`config.mk`:
```
export PLATFORM = sky130hd
export DESIGN_NAME = sysmgmt_cmd_proc
export DESIGN_NICKNAME = d
export VERILOG_FILES = /design/src/rtl/sysmgmt_pkg.sv /design/src/rtl/sysmgmt_decode.sv /design/src/rtl/sysmgmt_timer.sv /design/src/rtl/sysmgmt_ctl.sv /design/src/rtl/sysmgmt_cmd_proc.sv
export SDC_FILE = /design/constraint.sdc
export NUM_CORES = 1
export LEC_CHECK = 0
export ABC_AREA = 1
export BUFFER_PORTS_ARGS = -buffer_cell sky130_fd_sc_hd__buf_2
export CORE_ASPECT_RATIO = 0.9
export CORE_UTILIZATION = 50
export DETAILED_ROUTE_END_ITERATION = 12
export HOLD_SLACK_MARGIN = 0.15
export PLACE_DENSITY_LB_ADDON = 0.15
export RECOVER_POWER = 100
export REMOVE_ABC_BUFFERS = 1
export SYNTH_ARGS = -nofsm -noshare
export SYNTH_HDL_FRONTEND = slang
export SYNTH_SLANG_ARGS = --single-unit
export TNS_END_PERCENT = 30
```
`constraint.sdc`:
```
create_clock -name clk -period 2.1 [get_ports clk]
set_input_delay 0.315 -clock clk [delete_from_list [all_inputs] [get_ports clk]]
set_output_delay 0.315 -clock clk [all_outputs]
set_load 0.03 [all_outputs]
```
`src/rtl/sysmgmt_pkg.sv`:
```
// Shared types for the system management command processor.
// Assumes command codes are one byte and that each command falls into one of three busy classes.
package sysmgmt_pkg;

    typedef enum logic [3:0] {
        ACT_NONE,
        ACT_MAIN_ON,
        ACT_SEC_ON,
        ACT_SEC_OFF,
        ACT_SND_ON,
        ACT_SND_OFF,
        ACT_DRV_ON,
        ACT_DRV_OFF,
        ACT_SYS_RESET,
        ACT_CLK_352,
        ACT_CLK_320,
        ACT_NMI,
        ACT_BTN_ENABLE,
        ACT_BTN_DISABLE
    } act_e;

    typedef enum logic [1:0] {
        DUR_SHORT,
        DUR_DRIVE,
        DUR_LONG
    } dur_e;

    typedef struct packed {
        act_e act;
        dur_e dur;
    } cmd_info_t;

    typedef struct packed {
        logic main_on;
        logic sec_on;
        logic snd_on;
        logic drv_on;
        logic clk352;
        logic btn_nmi;
    } ctl_t;

    localparam ctl_t CTL_DEFAULT = '{main_on: 1'b1, sec_on: 1'b0, snd_on: 1'b0,
                                     drv_on: 1'b0, clk352: 1'b0, btn_nmi: 1'b1};

    localparam logic [7:0] OP_MAIN_ON  = 8'h00;
    localparam logic [7:0] OP_SEC_ON   = 8'h02;
    localparam logic [7:0] OP_SEC_OFF  = 8'h03;
    localparam logic [7:0] OP_SND_ON   = 8'h06;
    localparam logic [7:0] OP_SND_OFF  = 8'h07;
    localparam logic [7:0] OP_DRV_ON   = 8'h08;
    localparam logic [7:0] OP_DRV_OFF  = 8'h09;
    localparam logic [7:0] OP_SYS_RST  = 8'h0D;
    localparam logic [7:0] OP_CLK_352  = 8'h0E;
    localparam logic [7:0] OP_CLK_320  = 8'h0F;
    localparam logic [7:0] OP_NMI      = 8'h18;
    localparam logic [7:0] OP_BTN_EN   = 8'h19;
    localparam logic [7:0] OP_BTN_DIS  = 8'h1A;

endpackage

```
`src/rtl/sysmgmt_decode.sv`:
```
// Command decoder: maps a one-byte code to an action and a busy class.
// Purely combinational. An undefined code yields ACT_NONE with the short class.
module sysmgmt_decode
    import sysmgmt_pkg::*;
(
    input  logic [7:0] code,
    output cmd_info_t  info
);

    // Look up the action and busy class for the code.
    always_comb begin
        info = '{act: ACT_NONE, dur: DUR_SHORT};
        unique case (code)
            OP_MAIN_ON: info.act = ACT_MAIN_ON;
            OP_SEC_ON:  info.act = ACT_SEC_ON;
            OP_SEC_OFF: info.act = ACT_SEC_OFF;
            OP_SND_ON:  info.act = ACT_SND_ON;
            OP_SND_OFF: info.act = ACT_SND_OFF;
            OP_DRV_ON:  info = '{act: ACT_DRV_ON,    dur: DUR_DRIVE};
            OP_DRV_OFF: info = '{act: ACT_DRV_OFF,   dur: DUR_DRIVE};
            OP_SYS_RST: info = '{act: ACT_SYS_RESET, dur: DUR_LONG};
            OP_CLK_352: info = '{act: ACT_CLK_352,   dur: DUR_LONG};
            OP_CLK_320: info = '{act: ACT_CLK_320,   dur: DUR_LONG};
            OP_NMI:     info.act = ACT_NMI;
            OP_BTN_EN:  info.act = ACT_BTN_ENABLE;
            OP_BTN_DIS: info.act = ACT_BTN_DISABLE;
            default:    info = '{act: ACT_NONE, dur: DUR_SHORT};
        endcase
    end

endmodule

```
`src/rtl/sysmgmt_timer.sv`:
```
// Busy timer: on start it loads the cycle count for the class and holds busy for exactly that many cycles.
// done is high in the last busy cycle, and busy falls on the edge that follows it.
// Assumes every cycle count is at least 1 and that start is only raised while idle.
module sysmgmt_timer
    import sysmgmt_pkg::*;
#(
    parameter int unsigned SHORT_CYC = 3000,
    parameter int unsigned DRIVE_CYC = 4000,
    parameter int unsigned LONG_CYC  = 10000000
) (
    input  logic clk,
    input  logic rst_n,
    input  logic start,
    input  dur_e dur,
    output logic busy,
    output logic done
);

    localparam int unsigned MAX_CYC = (LONG_CYC > DRIVE_CYC) ?
        ((LONG_CYC > SHORT_CYC) ? LONG_CYC : SHORT_CYC) :
        ((DRIVE_CYC > SHORT_CYC) ? DRIVE_CYC : SHORT_CYC);
    localparam int CNT_W = (MAX_CYC > 1) ? $clog2(MAX_CYC) : 1;

    logic [CNT_W-1:0] remain_q;
    logic [CNT_W-1:0] load_val;

    // Select the reload value, one less than the class length.
    always_comb begin
        unique case (dur)
            DUR_DRIVE: load_val = CNT_W'(DRIVE_CYC - 1);
            DUR_LONG:  load_val = CNT_W'(LONG_CYC - 1);
            default:   load_val = CNT_W'(SHORT_CYC - 1);
        endcase
    end

    assign done = busy && (remain_q == '0);

    // Count down the busy window.
    always_ff @(posedge clk) begin
        if (!rst_n) begin
            busy     <= 1'b0;
            remain_q <= '0;
        end else if (start) begin
            busy     <= 1'b1;
            remain_q <= load_val;
        end else if (done) begin
            busy     <= 1'b0;
        end else if (busy) begin
            remain_q <= remain_q - 1'b1;
        end
    end

endmodule

```
`src/rtl/sysmgmt_ctl.sv`:
```
// Output control: holds the subsystem enables and applies each action on completion.
// Drives the reset holds during long commands and a one-cycle NMI pulse.
// Assumes start and done are never high together.
module sysmgmt_ctl
    import sysmgmt_pkg::*;
(
    input  logic clk,
    input  logic rst_n,
    input  logic start,
    input  act_e start_act,
    input  logic done,
    input  act_e run_act,
    output ctl_t ctl,
    output logic sys_rst,
    output logic main_rst,
    output logic nmi_req
);

    // Apply the finished action to the enable set.
    always_ff @(posedge clk) begin
        if (!rst_n) begin
            ctl <= CTL_DEFAULT;
        end else if (done) begin
            unique case (run_act)
                ACT_MAIN_ON:     ctl.main_on <= 1'b1;
                ACT_SEC_ON:      ctl.sec_on  <= 1'b1;
                ACT_SEC_OFF:     ctl.sec_on  <= 1'b0;
                ACT_SND_ON:      ctl.snd_on  <= 1'b1;
                ACT_SND_OFF:     ctl.snd_on  <= 1'b0;
                ACT_DRV_ON:      ctl.drv_on  <= 1'b1;
                ACT_DRV_OFF:     ctl.drv_on  <= 1'b0;
                ACT_SYS_RESET:   ctl <= '{main_on: CTL_DEFAULT.main_on, sec_on: CTL_DEFAULT.sec_on,
                                         snd_on: CTL_DEFAULT.snd_on, drv_on: CTL_DEFAULT.drv_on,
                                         clk352: ctl.clk352, btn_nmi: CTL_DEFAULT.btn_nmi};
                ACT_CLK_352: begin
                    ctl.clk352 <= 1'b1;
                    ctl.sec_on <= 1'b0;
                end
                ACT_CLK_320: begin
                    ctl.clk352 <= 1'b0;
                    ctl.sec_on <= 1'b0;
                end
                ACT_BTN_ENABLE:  ctl.btn_nmi <= 1'b1;
                ACT_BTN_DISABLE: ctl.btn_nmi <= 1'b0;
                default:         ctl <= ctl;
            endcase
        end
    end

    // Hold the reset lines for the length of a reset or clock-change command.
    always_ff @(posedge clk) begin
        if (!rst_n) begin
            sys_rst  <= 1'b0;
            main_rst <= 1'b0;
        end else if (start) begin
            sys_rst  <= (start_act == ACT_SYS_RESET);
            main_rst <= (start_act == ACT_SYS_RESET) || (start_act == ACT_CLK_352) ||
                        (start_act == ACT_CLK_320);
        end else if (done) begin
            sys_rst  <= 1'b0;
            main_rst <= 1'b0;
        end
    end

    // Raise the NMI request for one cycle when the NMI command finishes.
    always_ff @(posedge clk) begin
        if (!rst_n) nmi_req <= 1'b0;
        else        nmi_req <= done && (run_act == ACT_NMI);
    end

endmodule

```
`src/rtl/sysmgmt_cmd_proc.sv`:
```
// System management command processor, top level.
// Accepts a command code while idle, times its busy window, applies it and echoes the code to result.
// Assumes cmd_data is valid whenever cmd_wr is high. Writes made while busy are dropped.
module sysmgmt_cmd_proc
    import sysmgmt_pkg::*;
#(
    parameter int unsigned CLK_PER_US = 100,
    parameter int unsigned T_CPU_US   = 30,
    parameter int unsigned T_DRV_US   = 40,
    parameter int unsigned T_LONG_US  = 100000
) (
    input  logic       clk,
    input  logic       rst_n,
    input  logic       cmd_wr,
    input  logic [7:0] cmd_data,
    output logic       busy,
    output logic [7:0] result,
    output logic       main_en,
    output logic       sec_en,
    output logic       snd_en,
    output logic       drv_en,
    output logic       clk_sel,
    output logic       btn_nmi_en,
    output logic       nmi_req,
    output logic       sys_rst,
    output logic       main_rst
);

    localparam int unsigned SHORT_CYC = T_CPU_US  * CLK_PER_US;
    localparam int unsigned DRIVE_CYC = T_DRV_US  * CLK_PER_US;
    localparam int unsigned LONG_CYC  = T_LONG_US * CLK_PER_US;

    cmd_info_t  dec_info;
    logic       start;
    logic       done;
    logic [7:0] code_q;
    act_e       act_q;
    ctl_t       ctl;

    assign start = cmd_wr && !busy;

    sysmgmt_decode u_decode (
        .code (cmd_data),
        .info (dec_info)
    );

    sysmgmt_timer #(
        .SHORT_CYC (SHORT_CYC),
        .DRIVE_CYC (DRIVE_CYC),
        .LONG_CYC  (LONG_CYC)
    ) u_timer (
        .clk   (clk),
        .rst_n (rst_n),
        .start (start),
        .dur   (dec_info.dur),
        .busy  (busy),
        .done  (done)
    );

    // Latch the accepted code and action for the busy window.
    always_ff @(posedge clk) begin
        if (!rst_n) begin
            code_q <= '0;
            act_q  <= ACT_NONE;
        end else if (start) begin
            code_q <= cmd_data;
            act_q  <= dec_info.act;
        end
    end

    // Copy the executed code into the result register on completion.
    always_ff @(posedge clk) begin
        if (!rst_n)    result <= '0;
        else if (done) result <= code_q;
    end

    sysmgmt_ctl u_ctl (
        .clk       (clk),
        .rst_n     (rst_n),
        .start     (start),
        .start_act (dec_info.act),
        .done      (done),
        .run_act   (act_q),
        .ctl       (ctl),
        .sys_rst   (sys_rst),
        .main_rst  (main_rst),
        .nmi_req   (nmi_req)
    );

    assign main_en    = ctl.main_on;
    assign sec_en     = ctl.sec_on;
    assign snd_en     = ctl.snd_on;
    assign drv_en     = ctl.drv_on;
    assign clk_sel    = ctl.clk352;
    assign btn_nmi_en = ctl.btn_nmi;

endmodule

```
### Word-level counts from Yosys, hierarchy flattened

Cells that the tools add are included.

| word-level totals | value |
|---|---|
| logic and storage cells | 86 |
| output and inout port bits | 18 |
| bits in registers | 53 |
| input bits | 11 |

| operators by class | value |
|---|---|
| equal/unequal tests | 30 |
| muxes and demuxes | 15 |
| add/sub/neg operators | 1 |
| reductions and logical operators | 27 |

Operators with widths:

| cell | count |
|---|---|
| 24-bit 2-to-1 mux | 3 |
| 4-bit case mux with 13 select lines | 1 |
| 24-bit case mux with 2 select lines | 1 |
| 8-bit by 4-bit equality test with 1-bit output, second input constant | 5 |
| 4-bit equality test, second input constant | 9 |
| 8-bit by 5-bit equality test with 1-bit output, second input constant | 3 |
| 24-bit zero test | 1 |
| 24-bit by 1-bit subtractor with 24-bit output, second input constant | 1 |
| 4-bit by 3-bit equality test with 1-bit output, second input constant | 4 |
| 8-bit by 2-bit equality test with 1-bit output, second input constant | 2 |
| 8-bit by 3-bit equality test with 1-bit output, second input constant | 2 |
| 2-bit nonzero test | 7 |
| 2-bit AND reduction | 6 |
| 1-bit case mux with 2 select lines | 5 |
| 4-bit by 2-bit equality test with 1-bit output, second input constant | 2 |
| 8-bit zero test | 1 |
| 2-bit OR reduction | 4 |
| 1-bit 2-to-1 mux | 4 |
| 2-bit case mux with 2 select lines | 1 |
| 4-bit OR reduction | 1 |
| 1-bit logical AND | 3 |
| 3-bit OR reduction | 1 |
| 2-bit by 1-bit equality test with 1-bit output, second input constant | 1 |
| 2-bit equality test, second input constant | 1 |
| other kinds (3) | 4 |

### Depth between registers and ports, before layout

| logic depth | value |
|---|---|
| depth in word-level cells | 6 |
| gate-level depth with buffers | 11 |
| depth with buffers taken out | 11 |

### Hierarchy

A second synthesis with hierarchy kept.

| unflattened totals | value |
|---|---|
| cell total of the unflattened synthesis | 500 |
| area total of the unflattened synthesis | 3134.3 um2 |

By module, submodules not included:

| module | cells an instance | instances | area an instance (um2) | sequential area each (um2) |
|---|---|---|---|---|
| sysmgmt_timer | 269 | 1 | 1682.9 | 500.5 |
| sysmgmt_cmd_proc | 113 | 1 | 792.0 | 400.4 |
| sysmgmt_ctl | 71 | 1 | 436.7 | 160.2 |
| sysmgmt_decode | 47 | 1 | 222.7 | 0.0 |

### Worst setup path before layout

No wires, ideal clock.

| timing | value |
|---|---|
| kind | input-to-reg |
| from | input port cmd_data[6] |
| to | register u_timer.remain_q[10] |
| cell stages on the path | 9 |
| slack | 0.434 ns |
| data arrival time | 1.602 ns |
| path buffers | 0 |
| library setup time | 0.064 ns |
| data required time | 2.036 ns |
| path through | inv_1 -> nand4_1 -> nor3_1 -> inv_1 -> ha_1 -> or2_2 -> o21ai_0 -> nor2_1 -> nor2_1 |

| between the ends | value |
|---|---|
| cells in the longest elaborated chain, start to end | 6 |
| elaborated cells between the ends (all ways) | 12 |
| those cells by class | 7 x eq/ne; 3 x mux; 2 x reduce/logical |

RTL lines:

| what | line | source |
|---|---|---|
| from (decl) | sysmgmt_cmd_proc.sv:15 | `input logic [7:0] cmd_data,` |
| 8-bit by 4-bit equality test with 1-bit output | sysmgmt_decode.sv:13 | `unique case (code)` |
| 3-bit OR reduction (no source line) or 2-bit OR reduction (tied branches) | - |  |
| 2-bit case mux with 2 select lines * | sysmgmt_decode.sv:13 |  |
| 2-bit equality test or 2-bit by 1-bit equality test with 1-bit output (tied branches) | sysmgmt_timer.sv:29 | `unique case (dur)` |
| 24-bit case mux with 2 select lines * | sysmgmt_timer.sv:29 |  |
| 24-bit 2-to-1 mux * | sysmgmt_timer.sv:43 | `end else if (start) begin` |
| to (signal assigned) | sysmgmt_timer.sv:45 | `remain_q <= load_val;` |
| to (signal assigned) | sysmgmt_timer.sv:49 | `remain_q <= remain_q - 1'b1;` |
| to (decl) | sysmgmt_timer.sv:24 | `logic [CNT_W-1:0] remain_q;` |

Every way passes the cells marked *; elsewhere a longest branch is shown, timed or not.
A chain may end at the register's enable or synchronous reset.

### Worst setup path after layout

| timing | value |
|---|---|
| from | register u_timer.remain_q[0] |
| to | register u_timer.remain_q[12] |

| between the ends | value |
|---|---|
| cells in the longest elaborated chain, start to end | 4 |
| elaborated cells between the ends (all ways) | 8 |
| those cells by class | 1 x add/sub; 1 x eq/ne; 3 x mux; 3 x reduce/logical |

RTL lines:

| what | line |
|---|---|
| 24-bit by 1-bit subtractor with 24-bit output or 24-bit zero test (tied branches) | sysmgmt_timer.sv:49, sysmgmt_timer.sv:36 |
| 24-bit 2-to-1 mux or 1-bit logical AND (tied branches) | sysmgmt_timer.sv:48, sysmgmt_timer.sv:36 |
| 24-bit 2-to-1 mux or 2-bit inequality test (tied branches) | - |
| 24-bit 2-to-1 mux or 2-bit AND reduction (tied branches) | - |

Several ways; a longest one is shown, not always the timed one. The select of a mux whose other input is x is not followed.

==> impl_table.tex <==
\begin{tabular}{lr}
\hline
Metric & Value \\
\hline
\multicolumn{2}{l}{\textbf{Final layout}} \\
\quad Commonest non-fill, non-tap cell in the layout & nand2\_1 \\
\quad Fraction of the core area covered by cells at the end of the flow & 0.574 \\
\quad Syn-to-layout area delta & 9.75\% \\
\quad ANT cells & 0 \\
\quad Commonest cells after routing, fill and taps aside & 98 x nand2\_1, 87 x nor2\_1, 62 x inv\_1 \\
\quad Proportion of layout cells with a drive suffix above 1 & 0.0909 \\
\quad Nets & 509 \\
\multicolumn{2}{l}{\textbf{CTS}} \\
\quad CTS tree & done \\
\quad Number of buffers on the longest clock path & 2 \\
\quad Number of instances resized during post-cts repair & 0 \\
\quad Number of sinks driven by the clock tree & 53 \\
\quad Skew-Pair Late Insertion Delay & 0.31 ns \\
\quad Cts bufs inserted & 5 \\
\quad CTS root buf & clkbuf\_8 \\
\quad Number of levels the H-tree was split into & 2 \\
\quad Clock-pin slew on the worst setup and hold paths & 0.10 ns \\
\quad Number of setup buffers added after CTS & 0 \\
\quad Hold buffer count at CTS & 0 \\
\multicolumn{2}{l}{\textbf{Floorplanning}} \\
\quad Area of the core region & 5690 um2 \\
\quad Number of ports placed on the die boundary & 29 \\
\quad Horiz. Die Dim & 83.3 um \\
\quad Die area & 6270 um2 \\
\quad Overall die height & 75.2 um \\
\quad Row Count & 26 \\
\quad Starting density of the core & 0.523 \\
\multicolumn{2}{l}{\textbf{Routing}} \\
\quad Via density & 5.20 \\
\quad Final ANT Viol Nets & 0 \\
\quad Initial DRC count & 144 \\
\quad Number of design rule violations left after detail routing & 0 \\
\quad Wirelength per Cell & 12.4 um \\
\quad Vias & 2,938 \\
\quad First-pass iteration count of the detailed router & 5 \\
\quad Routed wire length & 7.03 mm \\
\multicolumn{2}{l}{\textbf{Hold path}} \\
\quad Cell count of the worst hold path & 3 \\
\quad HP Class & input port to flip-flop \\
\quad Hold endpoint & code\_q[4] \\
\quad Source of the worst hold timing path & cmd\_data[4] \\
\multicolumn{2}{l}{\textbf{Synthesis}} \\
\quad Post-Syn Instances & 463 \\
\quad Sequential fraction of the synthesis area & 0.356 \\
\quad Yosys warning total & 0 \\
\quad Synth Area in XOR/XNOR & 0.00294 \\
\quad Adder-cell area share of the yosys netlist & 0.0168 \\
\quad Mean instance size in the synthesized netlist & 6.43 um2 \\
\quad Post-synthesis instance area & 2980 um2 \\
\quad Unique cell type count in the Yosys netlist & 32 \\
\quad Total of flip-flops plus latches after synthesis & 53 \\
\quad Synth Area in Compound Gates & 0.106 \\
\quad Synth Area in Simple Gates & 0.408 \\
\quad Multiplexer share of the synthesized area & 0 \\
\quad Combinational family with the most area after synthesis & simple AND/OR/NAND/NOR gates \\
\multicolumn{2}{l}{\textbf{STA}} \\
\quad Setup repair after global routing missed its margin & false \\
\quad Final-report setup violation count & 0 \\
\quad Final Max Slew Viols & 0 \\
\quad Post-route clock skew & 0.00666 ns \\
\quad Worst-Margin Slew & 0.714 ns \\
\quad Worst slew margin relative to its limit & 0.524 \\
\quad Sum of negative setup slack & 0 ns \\
\quad Count of endpoints failing hold in the final timing report & 0 \\
\quad Final worst hold slack & 0.298 ns \\
\quad Fmax achieved & 525 MHz \\
\quad Final critical-path required period & 1.90 ns \\
\quad Final worst path period share & 0.906 \\
\multicolumn{2}{l}{\textbf{GRT}} \\
\quad Via count of the first global-routing pass & 2,404 \\
\quad Maximum number of pins on one net before global-route repair & 31 \\
\quad Aggregate global-route resource usage & 0.228 \\
\quad Overflow after GRT & 0 \\
\quad Number of antenna violations at the first check in global routing & 0 \\
\quad Wire length of the first global-routing pass & 11.4 mm \\
\multicolumn{2}{l}{\textbf{Worst setup path}} \\
\quad Family with the most delay on the worst path & simple AND/OR/NAND/NOR gates \\
\quad End of the worst register-to-register path & u\_timer.remain\_q[12] \\
\quad Number of gates on the worst path with buffers counted & 10 \\
\quad Max FO, Critical Path & 17 \\
\quad Crit Reg-Reg Startpoint & u\_timer.remain\_q[0] \\
\quad Crit path largest cell delay & 0.31 ns \\
\quad Buf/Inv on CP & 2 \\
\quad Crit path capture type & flip-flop \\
\quad Path type of the worst setup path & flip-flop to flip-flop \\
\quad Arrival time reported for the critical path endpoint & 2.16 ns \\
\quad Slack of the worst reg-to-reg path & 0.20 ns \\
\quad Launching element type of the critical path & flip-flop \\
\quad Slowest cell on crit path & dfxtp\_1 \\
\quad Number of cells traversed by the worst register-to-register path & 10 \\
\quad Required time reported for the critical path endpoint & 2.36 ns \\
\quad Sequence of cells on the critical path & inv\_1, ha\_1, nand2\_2, nor2\_8, nand3\_2, nand2\_4, nand2\_4, inv\_2, nor2\_1, nor2\_1 \\
\multicolumn{2}{l}{\textbf{Place}} \\
\quad HPWL after detailed placement & 4.97 mm \\
\quad Number of port buffers & 27 \\
\quad Final weighted congestion in routability-driven placement & 0.887 \\
\multicolumn{2}{l}{\textbf{Pwr}} \\
\quad Total power of the final layout & 2.51 mW \\
\quad Worst IR Drop VDD & 0.000573 V \\
\quad Power density cells & 768 nW/um2 \\
\quad Leakage power total & 1.58 nW \\
\multicolumn{2}{l}{\textbf{Flow run}} \\
\quad Maximum Capacitance Violations & 0 \\
\multicolumn{2}{l}{\textbf{Run status}} \\
\quad Outcome & completed \\
\hline
\end{tabular}
-- stage by stage --
step | cell area (um2) | setup WS [ns] | std cells
3_3_place_gp | 3180 | 0.232 | 557
6_report | 3270 | 0.196 | 565
5_1_grt | 3270 | 0.0375 | 565
2_1_floorplan | 2890 | 0.0782 | 451
3_5_place_dp | 3180 | 0.191 | 557
4_1_cts | 3300 | 0.293 | 565
-- worst max-delay path by stage --
stage	startpoint	to	slack, ns
after CTS	u_timer.remain_q[0]	u_timer.remain_q[12]	0.29
after global placement	cmd_data[6]	u_timer.remain_q[3]	0.23
after detailed placement	cmd_data[5]	u_timer.remain_q[10]	0.19
after global routing	u_timer.remain_q[0]	u_timer.remain_q[12]	0.04
final	u_timer.remain_q[0]	u_timer.remain_q[12]	0.20
after floorplan	u_timer.busy	act_q[0]	0.08
-- registers in the layout, indices dropped and copies added, names as in the netlist --
register          flops
u_ctl.sys_rst         1
u_ctl.nmi_req         1
u_timer.remain_q     24
result                8
u_ctl.main_rst        1
u_timer.busy          1
code_q                8
u_ctl.ctl             5
act_q                 4
-- worst reg2reg max path, delay by kind of cell, from the launching register on --
family | cells | cell delay [ns]
buf+inv | 2 | 0.35
simple gates | 7 | 0.99
fa+ha+maj | 1 | 0.21
flops | 1 | 0.31
-- logic make-up after synthesis --
| family | count (synthesis) |
|---|---|
| AOI/OAI and AO/OA | 61 |
| xor gates and xnor gates | 1 |
| adders and majority gates | 4 |
| buffers and inverters | 75 |
| DFF | 53 |
| other | 1 |
| and+or+nand+nor | 268 |
-- metal layers --
layer	wire, um	GRT usage
met5	0	0
met2	3000	0.370
met4	41	0.0402
met3	378	0.0362
met1	3610	0.327
-- cells in the mapped netlist --
cell type	number	area share
nand2_1	97	0.12
nor2_1	87	0.11
inv_1	61	0.077
dfxtp_1	53	0.36
nand3_1	37	0.062
o21ai_0	36	0.061
a21oi_1	18	0.030
nand4_1	13	0.027
nor3_1	12	0.020
nor2_2	5	0.011
buf_6	4	0.015
ha_1	4	0.017
or2_2	4	0.0084
buf_4	3	0.0076
nand2_2	3	0.0063
nand3b_1	3	0.0076
o21ai_1	3	0.0050
buf_2	2	0.0034
clkbuf_1	2	0.0025
inv_2	2	0.0025
nand2_4	2	0.0076
o211ai_1	2	0.0050
a211oi_1	1	0.0025
buf_1	1	0.0013
conb_1	1	0.0013
nand3_4	1	0.0059
nor2_4	1	0.0038
nor2_8	1	0.0067
nor4_1	1	0.0021
nor4_4	1	0.0071
o22ai_1	1	0.0021
xnor2_1	1	0.0029
-- area by class of cell --
type,count,area (um2)
fill,539,2430
timing repair buffer,36,181
tap,70,87.6
clock inverter,2,37.5
clock buffer,6,82.6
multi-input combinational,335,1580
sequential,53,1060
inverter,63,236
-- where the power goes --
part	internal (mW)	switching [mW]
Combinational	0.208	0.425
Sequential	1.07	0.0610
Clock	0.388	0.356
Total	1.67	0.843
Note: power is estimated with default switching activity, not from simulation.
